### config.mk
export PLATFORM = sky130hd
export DESIGN_NAME = ttw_matcher
export DESIGN_NICKNAME = d
export VERILOG_FILES = /design/src/rtl/ttw_pkg.sv /design/src/rtl/ttw_cfg_unpack.sv /design/src/rtl/ttw_window_cmp.sv /design/src/rtl/ttw_prio_sel.sv /design/src/rtl/ttw_matcher.sv
export SDC_FILE = /design/constraint.sdc
export NUM_CORES = 1
export LEC_CHECK = 0
export ABC_AREA = 0
export ABC_CLOCK_PERIOD_IN_PS = 800
export BUFFER_PORTS_ARGS = -buffer_cell sky130_fd_sc_hd__buf_2
export CELL_PAD_IN_SITES_DETAIL_PLACEMENT = 0
export CELL_PAD_IN_SITES_GLOBAL_PLACEMENT = 1
export CORE_MARGIN = 2
export CORE_UTILIZATION = 27
export CTS_CLUSTER_SIZE = 40
export DETAILED_ROUTE_END_ITERATION = 16
export PLACE_DENSITY = 0.87
export SLEW_MARGIN = 20
export SYNTH_ARGS = -nofsm -noshare
export SYNTH_HDL_FRONTEND = slang
export SYNTH_SLANG_ARGS = --single-unit
### constraint.sdc
create_clock -name clk -period 0.8 [get_ports clk]
set_input_delay 0.12 -clock clk [delete_from_list [all_inputs] [get_ports clk]]
set_output_delay 0.12 -clock clk [all_outputs]
set_load 0.01 [all_outputs]
### src/rtl/ttw_pkg.sv
package ttw_pkg;
   localparam int unsigned TTW_ADDR_W   = 32;
   localparam int unsigned TTW_CFG_W    = 32;
   localparam int unsigned TTW_CMP_W    = 8;
   localparam int unsigned TTW_EN_BIT   = 15;
   localparam int unsigned TTW_BASE_LSB = 24;
   localparam int unsigned TTW_MASK_LSB = 16;
   localparam int unsigned TTW_NUM_WIN  = 2;

   function automatic int unsigned ttw_idx_w(input int unsigned n);
      return (n > 1) ? $clog2(n) : 1;
   endfunction
endpackage

### src/rtl/ttw_cfg_unpack.sv
module ttw_cfg_unpack #(
   parameter int unsigned NUM_WIN  = ttw_pkg::TTW_NUM_WIN,
   parameter int unsigned CFG_W    = ttw_pkg::TTW_CFG_W,
   parameter int unsigned CMP_W    = ttw_pkg::TTW_CMP_W,
   parameter int unsigned EN_BIT   = ttw_pkg::TTW_EN_BIT,
   parameter int unsigned BASE_LSB = ttw_pkg::TTW_BASE_LSB,
   parameter int unsigned MASK_LSB = ttw_pkg::TTW_MASK_LSB
) (
   input  logic [NUM_WIN*CFG_W-1:0] cfg_flat,
   output logic [NUM_WIN-1:0]       en_vec,
   output logic [NUM_WIN*CMP_W-1:0] base_flat,
   output logic [NUM_WIN*CMP_W-1:0] mask_flat
);
   for (genvar w = 0; w < NUM_WIN; w++) begin : g_win
      localparam int unsigned OFS = w * CFG_W;
      assign en_vec[w]                    = cfg_flat[OFS + EN_BIT];
      assign base_flat[w*CMP_W +: CMP_W]  = cfg_flat[OFS + BASE_LSB +: CMP_W];
      assign mask_flat[w*CMP_W +: CMP_W]  = cfg_flat[OFS + MASK_LSB +: CMP_W];
   end
endmodule

### src/rtl/ttw_window_cmp.sv
module ttw_window_cmp #(
   parameter int unsigned ADDR_W = ttw_pkg::TTW_ADDR_W,
   parameter int unsigned CMP_W  = ttw_pkg::TTW_CMP_W
) (
   input  logic [ADDR_W-1:0] addr,
   input  logic              en,
   input  logic [CMP_W-1:0]  base,
   input  logic [CMP_W-1:0]  dc_mask,
   output logic              hit
);
   localparam int unsigned TOP_LSB = ADDR_W - CMP_W;

   logic [CMP_W-1:0] bit_ok;

   // each compared bit is satisfied by equality or by its don't-care flag
   for (genvar b = 0; b < CMP_W; b++) begin : g_bit
      assign bit_ok[b] = dc_mask[b] | ~(addr[TOP_LSB + b] ^ base[b]);
   end

   assign hit = en & (&bit_ok);
endmodule

### src/rtl/ttw_prio_sel.sv
module ttw_prio_sel #(
   parameter int unsigned NUM_WIN = ttw_pkg::TTW_NUM_WIN,
   localparam int unsigned IDX_W  = ttw_pkg::ttw_idx_w(NUM_WIN)
) (
   input  logic [NUM_WIN-1:0] hit_vec,
   output logic               any_hit,
   output logic [IDX_W-1:0]   win_idx
);
   // scan from the top so that the lowest index is written last and wins
   always_comb begin
      any_hit = 1'b0;
      win_idx = '0;
      for (int i = NUM_WIN - 1; i >= 0; i--) begin
         if (hit_vec[i]) begin
            any_hit = 1'b1;
            win_idx = IDX_W'(i);
         end
      end
   end
endmodule

### src/rtl/ttw_matcher.sv
module ttw_matcher #(
   parameter int unsigned ADDR_W   = ttw_pkg::TTW_ADDR_W,
   parameter int unsigned CFG_W    = ttw_pkg::TTW_CFG_W,
   parameter int unsigned CMP_W    = ttw_pkg::TTW_CMP_W,
   parameter int unsigned EN_BIT   = ttw_pkg::TTW_EN_BIT,
   parameter int unsigned BASE_LSB = ttw_pkg::TTW_BASE_LSB,
   parameter int unsigned MASK_LSB = ttw_pkg::TTW_MASK_LSB,
   parameter int unsigned NUM_WIN  = ttw_pkg::TTW_NUM_WIN,
   parameter bit          REG_OUT  = 1'b1,
   localparam int unsigned IDX_W   = ttw_pkg::ttw_idx_w(NUM_WIN)
) (
   input  logic                     clk,
   input  logic                     rst_n,
   input  logic [ADDR_W-1:0]        lg_addr,
   input  logic [NUM_WIN*CFG_W-1:0] win_cfg,
   output logic                     tt_hit,
   output logic [IDX_W-1:0]         tt_win,
   output logic [ADDR_W-1:0]        pass_addr
);
   // elaboration-time parameter checks
   if (NUM_WIN < 1) begin : g_chk_num
      $error("ttw_matcher: NUM_WIN must be at least 1");
   end
   if (CMP_W > ADDR_W) begin : g_chk_cmp
      $error("ttw_matcher: CMP_W exceeds ADDR_W");
   end
   if (BASE_LSB + CMP_W > CFG_W || MASK_LSB + CMP_W > CFG_W || EN_BIT >= CFG_W) begin : g_chk_fld
      $error("ttw_matcher: a window field lies outside the configuration word");
   end

   logic [NUM_WIN-1:0]       en_vec;
   logic [NUM_WIN*CMP_W-1:0] base_flat;
   logic [NUM_WIN*CMP_W-1:0] mask_flat;
   logic [NUM_WIN-1:0]       hit_vec;
   logic                     any_hit;
   logic [IDX_W-1:0]         win_idx;

   ttw_cfg_unpack #(
      .NUM_WIN (NUM_WIN),
      .CFG_W   (CFG_W),
      .CMP_W   (CMP_W),
      .EN_BIT  (EN_BIT),
      .BASE_LSB(BASE_LSB),
      .MASK_LSB(MASK_LSB)
   ) u_unpack (
      .cfg_flat (win_cfg),
      .en_vec   (en_vec),
      .base_flat(base_flat),
      .mask_flat(mask_flat)
   );

   for (genvar w = 0; w < NUM_WIN; w++) begin : g_cmp
      ttw_window_cmp #(
         .ADDR_W(ADDR_W),
         .CMP_W (CMP_W)
      ) u_cmp (
         .addr   (lg_addr),
         .en     (en_vec[w]),
         .base   (base_flat[w*CMP_W +: CMP_W]),
         .dc_mask(mask_flat[w*CMP_W +: CMP_W]),
         .hit    (hit_vec[w])
      );
   end

   ttw_prio_sel #(
      .NUM_WIN(NUM_WIN)
   ) u_prio (
      .hit_vec(hit_vec),
      .any_hit(any_hit),
      .win_idx(win_idx)
   );

   logic past_ok;
   always_ff @(posedge clk or negedge rst_n) begin
      if (!rst_n) past_ok <= 1'b0;
      else        past_ok <= 1'b1;
   end

   if (REG_OUT) begin : g_reg_out
      always_ff @(posedge clk or negedge rst_n) begin
         if (!rst_n) begin
            tt_hit    <= 1'b0;
            tt_win    <= '0;
            pass_addr <= '0;
         end else begin
            tt_hit    <= any_hit;
            tt_win    <= win_idx;
            pass_addr <= any_hit ? lg_addr : '0;
         end
      end

      assert_off_no_hit_R1: assert property (@(posedge clk) disable iff (!rst_n)
         (past_ok && $past(~|en_vec)) |-> !tt_hit);
      assert_any_hit_R4: assert property (@(posedge clk) disable iff (!rst_n)
         (past_ok && $past(|hit_vec)) |-> tt_hit);
      assert_low_wins_R5: assert property (@(posedge clk) disable iff (!rst_n)
         (past_ok && $past(hit_vec[0])) |-> (tt_hit && tt_win == '0));
      assert_pass_addr_R6: assert property (@(posedge clk) disable iff (!rst_n)
         (past_ok && tt_hit) |-> pass_addr == $past(lg_addr));
      assert_miss_zero_R7: assert property (@(posedge clk) disable iff (!rst_n)
         !tt_hit |-> (pass_addr == '0 && tt_win == '0));
   end else begin : g_comb_out
      assign tt_hit    = any_hit;
      assign tt_win    = win_idx;
      assign pass_addr = any_hit ? lg_addr : '0;

      assert_off_no_hit_R1: assert property (@(posedge clk) disable iff (!rst_n)
         (~|en_vec) |-> !tt_hit);
      assert_low_wins_R5: assert property (@(posedge clk) disable iff (!rst_n)
         hit_vec[0] |-> (tt_win == '0));
      assert_pass_addr_R6: assert property (@(posedge clk) disable iff (!rst_n)
         tt_hit |-> pass_addr == lg_addr);
      assert_miss_zero_R7: assert property (@(posedge clk) disable iff (!rst_n)
         !tt_hit |-> (pass_addr == '0 && tt_win == '0));
   end
endmodule

==> results of run 1 <==
==> layer usage <==
layer | part of all wire (%) | global-route usage [%] | up-vias
met2 | 46 | 18.0 | 82
li1 | - | - | 593
met5 | 0 | 0 | -
met4 | 1.5 | 4.14 | 0
met3 | 12 | 4.09 | 5
met1 | 41 | 13.1 | 522
==> what timing repair did <==
| item | 4_1_cts | 5_1_grt |
|---|---|---|
| setup endpoints to repair | 68 | 68 |
| gates resized for setup | 6 | 5 |
| pin swaps | 1 | 1 |
| hold buffers | 1 | 0 |
| endpoints found under the hold margin | 34 | 0 |
==> synth_stat cells (2+ instances only) <==
master and number:
dfrtp_1 34, inv_1 6, a222oi_1 2, or4b_1 2, a21boi_0 3, a21boi_2 29
o22ai_1 4, xnor2_1 10, buf_6 3, buf_4 3, xor2_1 6, o21ai_0 2
==> cell usage in the layout (no fill, tap or decap) <==
| cell | count |
|---|---|
| clkbuf_8 | 6 |
| a21boi_1 | 2 |
| o22ai_1 | 4 |
| buf_12 | 3 |
| a222oi_1 | 2 |
| xnor2_1 | 10 |
| o21ai_0 | 2 |
| xor2_1 | 6 |
| a21boi_0 | 1 |
| and2b_2 | 1 |
| inv_1 | 6 |
| or4b_4 | 2 |
| dfrtp_1 | 34 |
| dlygate4sd3_1 | 1 |
| clkbuf_1 | 1 |
| buf_6 | 7 |
| buf_2 | 95 |
| a21boi_2 | 29 |
| buf_4 | 9 |
| clkinv_2 | 1 |
| nand2_1 | 1 |
==> cell type report <==
type,count,area share [%]
Clock buffer,7,3.70
Multi-Input combinational cell,60,25.1
Timing Repair Buffer,115,29.7
Sequential cell,34,36.5
Tap cell,72,3.86
Clock inverter,1,0.215
Inverter,6,0.966
==> worst paths after layout <==
check	endpoint	slack [ns]	cells after the start
max in group asynchronous	pass_addr[11]	0.30	3
min	pass_addr[21]	0.07	2
max	tt_win	-0.69	6
min in group asynchronous	pass_addr[1]	0.33	3
==> power by group through the flow <==
stage / sequential (mW) / clock, mW / combinational (mW)
after global placement: 1.85 / 0 / 0.690
after detailed placement: 1.85 / 0 / 0.701
after global routing: 1.83 / 1.38 / 0.796
final: 1.82 / 1.26 / 0.717
after CTS: 1.82 / 1.31 / 0.722
after floorplan: 1.91 / 0 / 0.296
==> sequential cells by signal (all words and copies together) (netlist names) <==
register	count
pass_addr	32
tt_hit	1
tt_win	1
==> metrics by stage <==
| step | setup TNS [ns] | util, % | instances | worst slack (ns) | area, sq um |
|---|---|---|---|---|---|
| 2_1_floorplan | -22.34 | - | 108 | -0.669 | 1560 |
| 3_3_place_gp | -36.10 | 39.8 | 286 | -1.13 | 2180 |
| 3_5_place_dp | -37.68 | 39.8 | 286 | -1.19 | 2180 |
| 4_1_cts | -25.92 | 42.1 | 295 | -0.735 | 2310 |
| 5_1_grt | -27.20 | 42.6 | 295 | -0.739 | 2330 |
| 6_report | -23.85 | 42.6 | 295 | -0.690 | 2330 |
==> kinds of logic after synthesis <==
kind of cell	Yosys count
flops	34
xor+xnor	16
simple gates	4
buf+inv	14
compound gates	40
==> impl_metrics.json, run 1 <==
{
  "grt_overflow": 0,
  "multi_input_area_sq_um": 584,
  "power_frac_comb_pct": 18.9,
  "synthAdderAreaFrac_pct": 0,
  "worstPathRequired_ns": 1.02,
  "total_power_mw": 3.80,
  "n_fill_cell": 551,
  "grt_max_degree": 35,
  "placementRows": 27,
  "synth.distinct_cells": 16,
  "post_drt_wl_per_cell_um": 10.9,
  "slew-limit-headroom_pct": 75.3,
  "violations": "negative setup slack",
  "clock_path_buffers": 2,
  "drive_gt1_share_pct": 68.6,
  "setup-violations-final": 68,
  "synth_flop_cell": "dfrtp_1",
  "p_sw_uw": 897,
  "worst-path-buf-inv": 2,
  "io_buffers": 101,
  "dp_hpwl_um": 2530,
  "critical-path-top-delay-family": "simple AND/OR/NAND/NOR gates",
  "fin_crit_sh_pct": 186,
  "crit_path_end_kind": "flop",
  "synth_cells": 108,
  "ys_async_sr_fraction_pct": 100,
  "synthTopCellsByArea": "dfrtp_1, a21boi_2, xnor2_1",
  "synth_xor_area_share_pct": 9.18,
  "die-height_um": 79.2,
  "netlist.area_leader.share_pct": 55.7,
  "grt_pass1_vias": 1157,
  "synthesis.nets": 206,
  "cts_setup_buffers": 0,
  "cpPeakStageDelay_ns": 0.53,
  "synth.largest_area_cell": "dfrtp_1",
  "ys_seq_area_share_pct": 55.7,
  "root_buffer": "clkbuf_8",
  "crit_start": "lg_addr[24]",
  "cts_made_buffers": 5,
  "coreArea_sq_um": 5470,
  "ios": 132,
  "hold_path_class": "input port to flop",
  "gp_congestion": 0.652,
  "crit_arrival_ns": 1.71,
  "seqPwrFrac_pct": 48.1,
  "nets": 320,
  "start_util_pct": 27.9,
  "grt_pass1_wl_um": 5240,
  "synth-seq-cells": 34,
  "antenna-diode-count": 0,
  "cts.clk_slew.worst_paths_ns": 0.07,
  "worst_pin_slew_ns": 0.371,
  "hold_ws_ns": 0.0747,
  "clock.fmax_ghz": 0.671,
  "cp_cell_sequence": "buf_6 > xor2_1 > a222oi_1 > or4b_4 > buf_12 > and2b_2",
  "synth_edf_count": 0,
  "hold_violations": 0,
  "finalMaxSlewViolations": 0,
  "clock-sinks": 34,
  "cp-start-kind": "input port",
  "antenna_found_initial": 0,
  "drt_first_pass_iters": 4,
  "cts_tree": "yes",
  "synthToLayoutAreaGrowth_pct": 52.7,
  "power_density_nw_per_um2": 1630,
  "crit_type": "input port to flop",
  "rsz0062_at_grt": "true",
  "holdCritStartpoint": "lg_addr[21]",
  "cts_htree_levels": 2,
  "slowest_stage": "or4b_4",
  "irDropWorstVdd_v": 0.000794,
  "synthesis.area_sq_um": 1530,
  "syn_area_per_cell_sq_um": 14.1,
  "register_area_sq_um": 851,
  "synth-simple-area-share_pct": 2.13,
  "via_per_inst": 4.07,
  "p_int_mw": 2.90,
  "dieArea_sq_um": 6270,
  "synth_top_family_by_area": "compound AO/OA/AOI/OAI gates",
  "via_count": 1202,
  "synth-warning-count": 0,
  "swShare_pct": 23.6,
  "clkPwrFrac_pct": 33.1,
  "drc": 0,
  "layout_setup_ws_ns": -0.690,
  "synth_compound_gate_area_share_pct": 26.5,
  "finalWirelength_um": 3230,
  "leakagePower_nw": 1.26,
  "drt.antenna.violating_nets": 0,
  "period_needed_ns": 1.49,
  "synth_mux_area_share_pct": 0,
  "status": "complete, but fails checks",
  "drt_iter0_drc": 37,
  "path_max_fanout": 34,
  "cap_violations": 0,
  "die_w_um": 79.2,
  "track_usage_pct": 11.0
}
No activity file was read; power rests on OpenSTA's default activity.
==> run 2, diff against run 1 <==
--- a/config.mk
+++ b/config.mk
@@ -11,10 +11,11 @@
 export CELL_PAD_IN_SITES_DETAIL_PLACEMENT = 0
 export CELL_PAD_IN_SITES_GLOBAL_PLACEMENT = 1
 export CORE_MARGIN = 2
-export CORE_UTILIZATION = 27
+export CORE_UTILIZATION = 28
+export CTS_BUF_LIST = sky130_fd_sc_hd__clkbuf_8
 export CTS_CLUSTER_SIZE = 40
 export DETAILED_ROUTE_END_ITERATION = 16
-export PLACE_DENSITY = 0.87
+export PLACE_DENSITY = 0.89
 export SLEW_MARGIN = 20
 export SYNTH_ARGS = -nofsm -noshare
 export SYNTH_HDL_FRONTEND = slang
==> impl_metrics.json, run 2 (same netlist as run 1, synthesis figures left out) <==
{
  "status": "complete, but fails checks",
  "violations": "negative setup slack",
  "dp_hpwl_um": 2800,
  "drt.antenna.violating_nets": 0,
  "critical-path-top-delay-family": "simple AND/OR/NAND/NOR gates",
  "worstPathRequired_ns": 1.00,
  "post_drt_wl_per_cell_um": 12.0,
  "cp_cell_sequence": "buf_6 > xor2_1 > a222oi_1 > or4b_4 > buf_12 > a21boi_2",
  "crit_path_end_kind": "flop",
  "power_density_nw_per_um2": 1610,
  "drt_iter0_drc": 14,
  "nets": 320,
  "crit_start": "win_cfg[26]",
  "placementRows": 26,
  "clock-sinks": 34,
  "finalMaxSlewViolations": 0,
  "cpPeakStageDelay_ns": 0.58,
  "period_needed_ns": 1.42,
  "final_core_util_pct": 45.4,
  "grt_pass1_vias": 1249,
  "holdCritStartpoint": "lg_addr[23]",
  "crit_type": "input port to flop",
  "clkPwrFrac_pct": 32.1,
  "layout_setup_ws_ns": -0.618,
  "cts_htree_levels": 2,
  "clock_path_buffers": 2,
  "track_usage_pct": 12.4,
  "largest_register_ffs": 32,
  "start_util_pct": 29.5,
  "cp-start-kind": "input port",
  "cts_tree": "yes",
  "power_frac_comb_pct": 19.5,
  "drc": 0,
  "fin_crit_sh_pct": 177,
  "p_int_mw": 2.90,
  "root_buffer": "clkbuf_8",
  "slowest_stage": "or4b_4",
  "drive_gt1_share_pct": 68.6,
  "swShare_pct": 23.3,
  "finalWirelength_um": 3510,
  "biggestRegsByFlops": "pass_addr x32, tt_hit x1, tt_win x1",
  "seqPwrFrac_pct": 48.3,
  "leakagePower_nw": 1.27,
  "clock.fmax_ghz": 0.705,
  "coreArea_sq_um": 5170,
  "cts_made_buffers": 5,
  "antenna-diode-count": 0,
  "grt_max_degree": 35,
  "via_count": 1196,
  "irDropWorstVdd_v": 0.000612,
  "p_sw_uw": 878,
  "placedCellCount": 283,
  "max_flop_register": "pass_addr",
  "gp_congestion": 0.671,
  "path_max_fanout": 22,
  "dieArea_sq_um": 6060,
  "fin_cells": 293,
  "layout_common_cells": "buf_2, dfrtp_1, a21boi_2",
  "via_per_inst": 4.08,
  "slew-limit-headroom_pct": 80.8,
  "worst_pin_slew_ns": 0.288,
  "cts.clk_slew.worst_paths_ns": 0.06,
  "crit_arrival_ns": 1.62,
  "cap_violations": 0,
  "setup-violations-final": 68,
  "die_w_um": 77.8,
  "ios": 132,
  "io_buffers": 101,
  "grt_pass1_wl_um": 5870,
  "antenna_found_initial": 0,
  "die-height_um": 77.8,
  "synthToLayoutAreaGrowth_pct": 53.8,
  "hold_violations": 0,
  "hold_path_class": "input port to flop",
  "grt_overflow": 0,
  "final_common_cell": "buf_2",
  "drt_first_pass_iters": 4,
  "worst-path-buf-inv": 2,
  "n_fill_cell": 493,
  "rsz0062_at_grt": "true"
}
run 2: changes by cell type in the layout (fill, tap and decap cells not counted), sizes merged:
cell,change
clkbuf,-1
inv,+1
run 2: area by class of cell:
class | count | area, sq um | share of cell area, %
Clock buffer | 6 | 82.6 | 3.52
Clock inverter | 2 | 8.76 | 0.373
Tap cell | 70 | 87.6 | 3.73
Timing Repair Buffer | 115 | 711 | 30.3
Sequential cell | 34 | 851 | 36.2
Inverter | 6 | 22.5 | 0.959
Multi-Input combinational cell | 60 | 584 | 24.9
run 2: worst paths after layout:
| kind | to | slack [ns] | cells past startpoint |
|---|---|---|---|
| min in group asynchronous | pass_addr[12] | 0.33 | 3 |
| max in group asynchronous | pass_addr[2] | 0.30 | 3 |
| min | pass_addr[23] | 0.08 | 2 |
| max | pass_addr[17] | -0.62 | 6 |
run 2: stage by stage:
step                      worst slack, ns  TNS [ns]  total power [mW]  instance area [sq um]  hold WS (ns)
after floorplan                    -0.669    -22.34              2.20                   1560        -0.176
after global placement              -1.12    -37.09              2.54                   2160        0.0871
after detailed placement            -1.17    -37.93              2.55                   2160        0.0905
after CTS                          -0.630    -22.76              3.84                   2350        0.0708
after global routing               -0.686    -25.61              4.01                   2350        0.0823
final                              -0.618    -22.09              3.77                   2350        0.0786
run 2: timing repair:
item / in CTS / in global routing
resized for setup: 18 / 1
setup buffers: 1 / 0
hold buffers: 1 / 0
endpoints found under the hold margin: 34 / 0
setup endpoints to repair: 68 / 68
pin swaps: 4 / 1
run 2: per-layer routing:
metal | part of all wire, % | vias up | GRT usage (%) | wire, um
li1 | - | 594 | - | -
met1 | 44 | 514 | 15.4 | 1550
met2 | 45 | 86 | 20.7 | 1570
met3 | 10 | 2 | 3.14 | 363
met4 | 0.71 | 0 | 4.82 | 25
met5 | 0 | - | 0 | 0
run 2: power groups by stage:
stage / logic, mW / clock network, mW / registers [mW]
after floorplan: 0.296 / 0 / 1.91
after global placement: 0.691 / 0 / 1.85
after detailed placement: 0.696 / 0 / 1.85
final: 0.736 / 1.21 / 1.82
after CTS: 0.750 / 1.26 / 1.82
after global routing: 0.807 / 1.37 / 1.83
==> run 3, diff against run 2 <==
--- a/config.mk
+++ b/config.mk
@@ -19,4 +19,5 @@
 export SLEW_MARGIN = 20
 export SYNTH_ARGS = -nofsm -noshare
 export SYNTH_HDL_FRONTEND = slang
+export SYNTH_HIERARCHICAL = 1
 export SYNTH_SLANG_ARGS = --single-unit
==> impl_metrics.json, run 3 <==
{
  "worstPathRequired_ns": 1.01,
  "met3_usage_pct": 3.96,
  "netlist.area_leader.share_pct": 53.0,
  "p_sw_uw": 820,
  "swShare_pct": 22.4,
  "final_core_util_pct": 41.1,
  "setup-violations-final": 68,
  "leakagePower_nw": 1.27,
  "clock_path_buffers": 2,
  "power_frac_comb_pct": 21.1,
  "holdCritStartpoint": "lg_addr[3]",
  "drt_iter0_drc": 21,
  "via_per_inst": 3.84,
  "crit_type": "input port to flop",
  "root_buffer": "clkbuf_8",
  "syn_area_per_cell_sq_um": 11.9,
  "coreArea_sq_um": 5510,
  "synth_flop_cell": "dfrtp_1",
  "hold_violations": 0,
  "hold_path_class": "input port to flop",
  "grt_max_degree": 35,
  "layout_common_cells": "buf_2, dfrtp_1, and2_4",
  "io_buffers": 101,
  "grt_overflow": 0,
  "drc": 0,
  "n_fill_cell": 567,
  "antenna_found_initial": 0,
  "final_common_cell": "buf_2",
  "finalWirelength_um": 3180,
  "irDropWorstVdd_v": 0.000606,
  "drt.antenna.violating_nets": 0,
  "cts.clk_slew.worst_paths_ns": 0.06,
  "synth.largest_area_cell": "dfrtp_1",
  "die_w_um": 79.7,
  "cts_made_buffers": 5,
  "grt_pass1_wl_um": 4770,
  "synth-warning-count": 6,
  "antenna-diode-count": 0,
  "synth-simple-area-share_pct": 18.4,
  "dieArea_sq_um": 6350,
  "worst_pin_slew_ns": 0.234,
  "synth-seq-cells": 34,
  "synthesis.nets": 233,
  "cp_cell_sequence": "buf_4 > xnor2_2 > o21ai_1 > or3_1 > nor3_2 > or2_4 > buf_12 > and2_4",
  "synth.distinct_cells": 12,
  "fin_crit_sh_pct": 152,
  "cts_tree": "yes",
  "grt_pass1_vias": 1067,
  "register_area_sq_um": 851,
  "cts_setup_buffers": 0,
  "crit_start": "lg_addr[26]",
  "placementRows": 27,
  "multi_input_area_sq_um": 568,
  "synthToLayoutAreaGrowth_pct": 41.3,
  "cp-start-kind": "input port",
  "drive_gt1_share_pct": 72.4,
  "slew-limit-headroom_pct": 84.4,
  "gp_congestion": 0.584,
  "status": "complete, but fails checks",
  "cts_htree_levels": 2,
  "place_area_sq_um": 2070,
  "violations": "negative setup slack",
  "biggestRegsByFlops": "pass_addr x32, tt_hit x1, tt_win x1",
  "synth_xor_area_share_pct": 8.74,
  "cap_violations": 0,
  "clock-sinks": 34,
  "grt-busiest-layer": "met2",
  "synthTopCellsByArea": "dfrtp_1, buf_4, and2_2",
  "layout_setup_ws_ns": -0.419,
  "period_needed_ns": 1.22,
  "use_met2_pct": 16.1,
  "finalMaxSlewViolations": 0,
  "synthAdderAreaFrac_pct": 0,
  "die-height_um": 79.7,
  "synth_cells": 135,
  "ys_seq_area_share_pct": 53.0,
  "ys_async_sr_fraction_pct": 100,
  "dp_hpwl_um": 2670,
  "track_usage_pct": 10.1,
  "largest_register_ffs": 32,
  "slowest_stage": "or3_1",
  "synth_edf_count": 0,
  "drt_first_pass_iters": 4,
  "p_int_mw": 2.84,
  "ios": 132,
  "path_max_fanout": 17,
  "met1_usage_pct": 11.6,
  "post_drt_wl_per_cell_um": 11.1,
  "clkPwrFrac_pct": 29.0,
  "synth_mux_area_share_pct": 0,
  "crit_arrival_ns": 1.42,
  "finalInstanceArea_sq_um": 2270,
  "crit_path_end_kind": "flop",
  "start_util_pct": 29.1,
  "synth_common_cells": "buf_4, dfrtp_1, and2_2, xnor2_1, o22ai_1",
  "nets": 312,
  "via_count": 1098,
  "synth_compound_gate_area_share_pct": 2.96,
  "clock.fmax_ghz": 0.820,
  "seqPwrFrac_pct": 49.9,
  "cpPeakStageDelay_ns": 0.36,
  "rsz0062_at_grt": "true",
  "synth_top_family_by_area": "simple AND/OR/NAND/NOR gates",
  "synthesis.area_sq_um": 1600,
  "max_flop_register": "pass_addr",
  "power_density_nw_per_um2": 1610
}
## run 3: cell count changes in the layout (fill, tap and decap cells not counted), sizes merged, moves of 5 or more
cell,delta
a21boi,-32
and2,+32
buf,-6
inv,-5
xnor2,+6
xor2,-6
## run 3: what timing repair did
item,4_1_cts,5_1_grt
pin swaps,2,1
hold endpoints to repair,34,0
setup endpoints to repair,68,68
resized for setup,17,4
hold buffers,1,0
## run 3: critical path: cells and delay by family
family	cells	cell delay (ns)
AO/OA/AOI/OAI	1	0.08
AND/OR/NAND/NOR	4	0.80
XOR/XNOR	1	0.14
buffers and inverters	2	0.28
## run 3: metal layers
layer	share of wire, %	up-vias
met5	0	-
met4	0.82	0
met3	11	2
met2	50	66
met1	39	485
li1	-	545
## run 3: cells by family after synthesis
logic type,Yosys count
AOI/OAI and AO/OA,8
xor gates and xnor gates,16
buffers and inverters,37
DFF,34
and+or+nand+nor,40
## run 3: final cells by class
| cell class | count | share of cell area, % |
|---|---|---|
| Multi-Input combinational cell | 64 | 25.1 |
| Sequential cell | 34 | 37.5 |
| Timing Repair Buffer | 109 | 30.0 |
| Clock inverter | 2 | 0.331 |
| Clock buffer | 5 | 3.04 |
| Tap cell | 72 | 3.98 |
## run 3: power groups by stage
stage	clock, mW	combinational (mW)	sequential (mW)
6_report	1.06	0.772	1.82
5_1_grt	1.22	0.851	1.83
3_3_place_gp	0	0.725	1.85
4_1_cts	1.12	0.779	1.82
2_1_floorplan	0	0.422	1.91
3_5_place_dp	0	0.733	1.85
## run 3: worst paths after layout
| check | end | cells past startpoint |
|---|---|---|
| worst max-delay path | pass_addr[8] | 8 |
| worst min-delay path | pass_addr[3] | 2 |
| max in group asynchronous | pass_addr[16] | 3 |
| min in group asynchronous | pass_addr[3] | 3 |
## run 3: metrics by stage
step                      TNS (ns)  std cells  power, mW  worst slack, ns  hold WS, ns
after floorplan             -21.16        135       2.33           -0.647       -0.176
after global placement      -26.32        278       2.58           -0.794       0.0873
after detailed placement    -27.45        278       2.59           -0.829       0.0941
after CTS                   -17.09        286       3.73           -0.435       0.0615
after global routing        -19.95        286       3.90           -0.496       0.0591
final                       -15.99        286       3.66           -0.419       0.0747
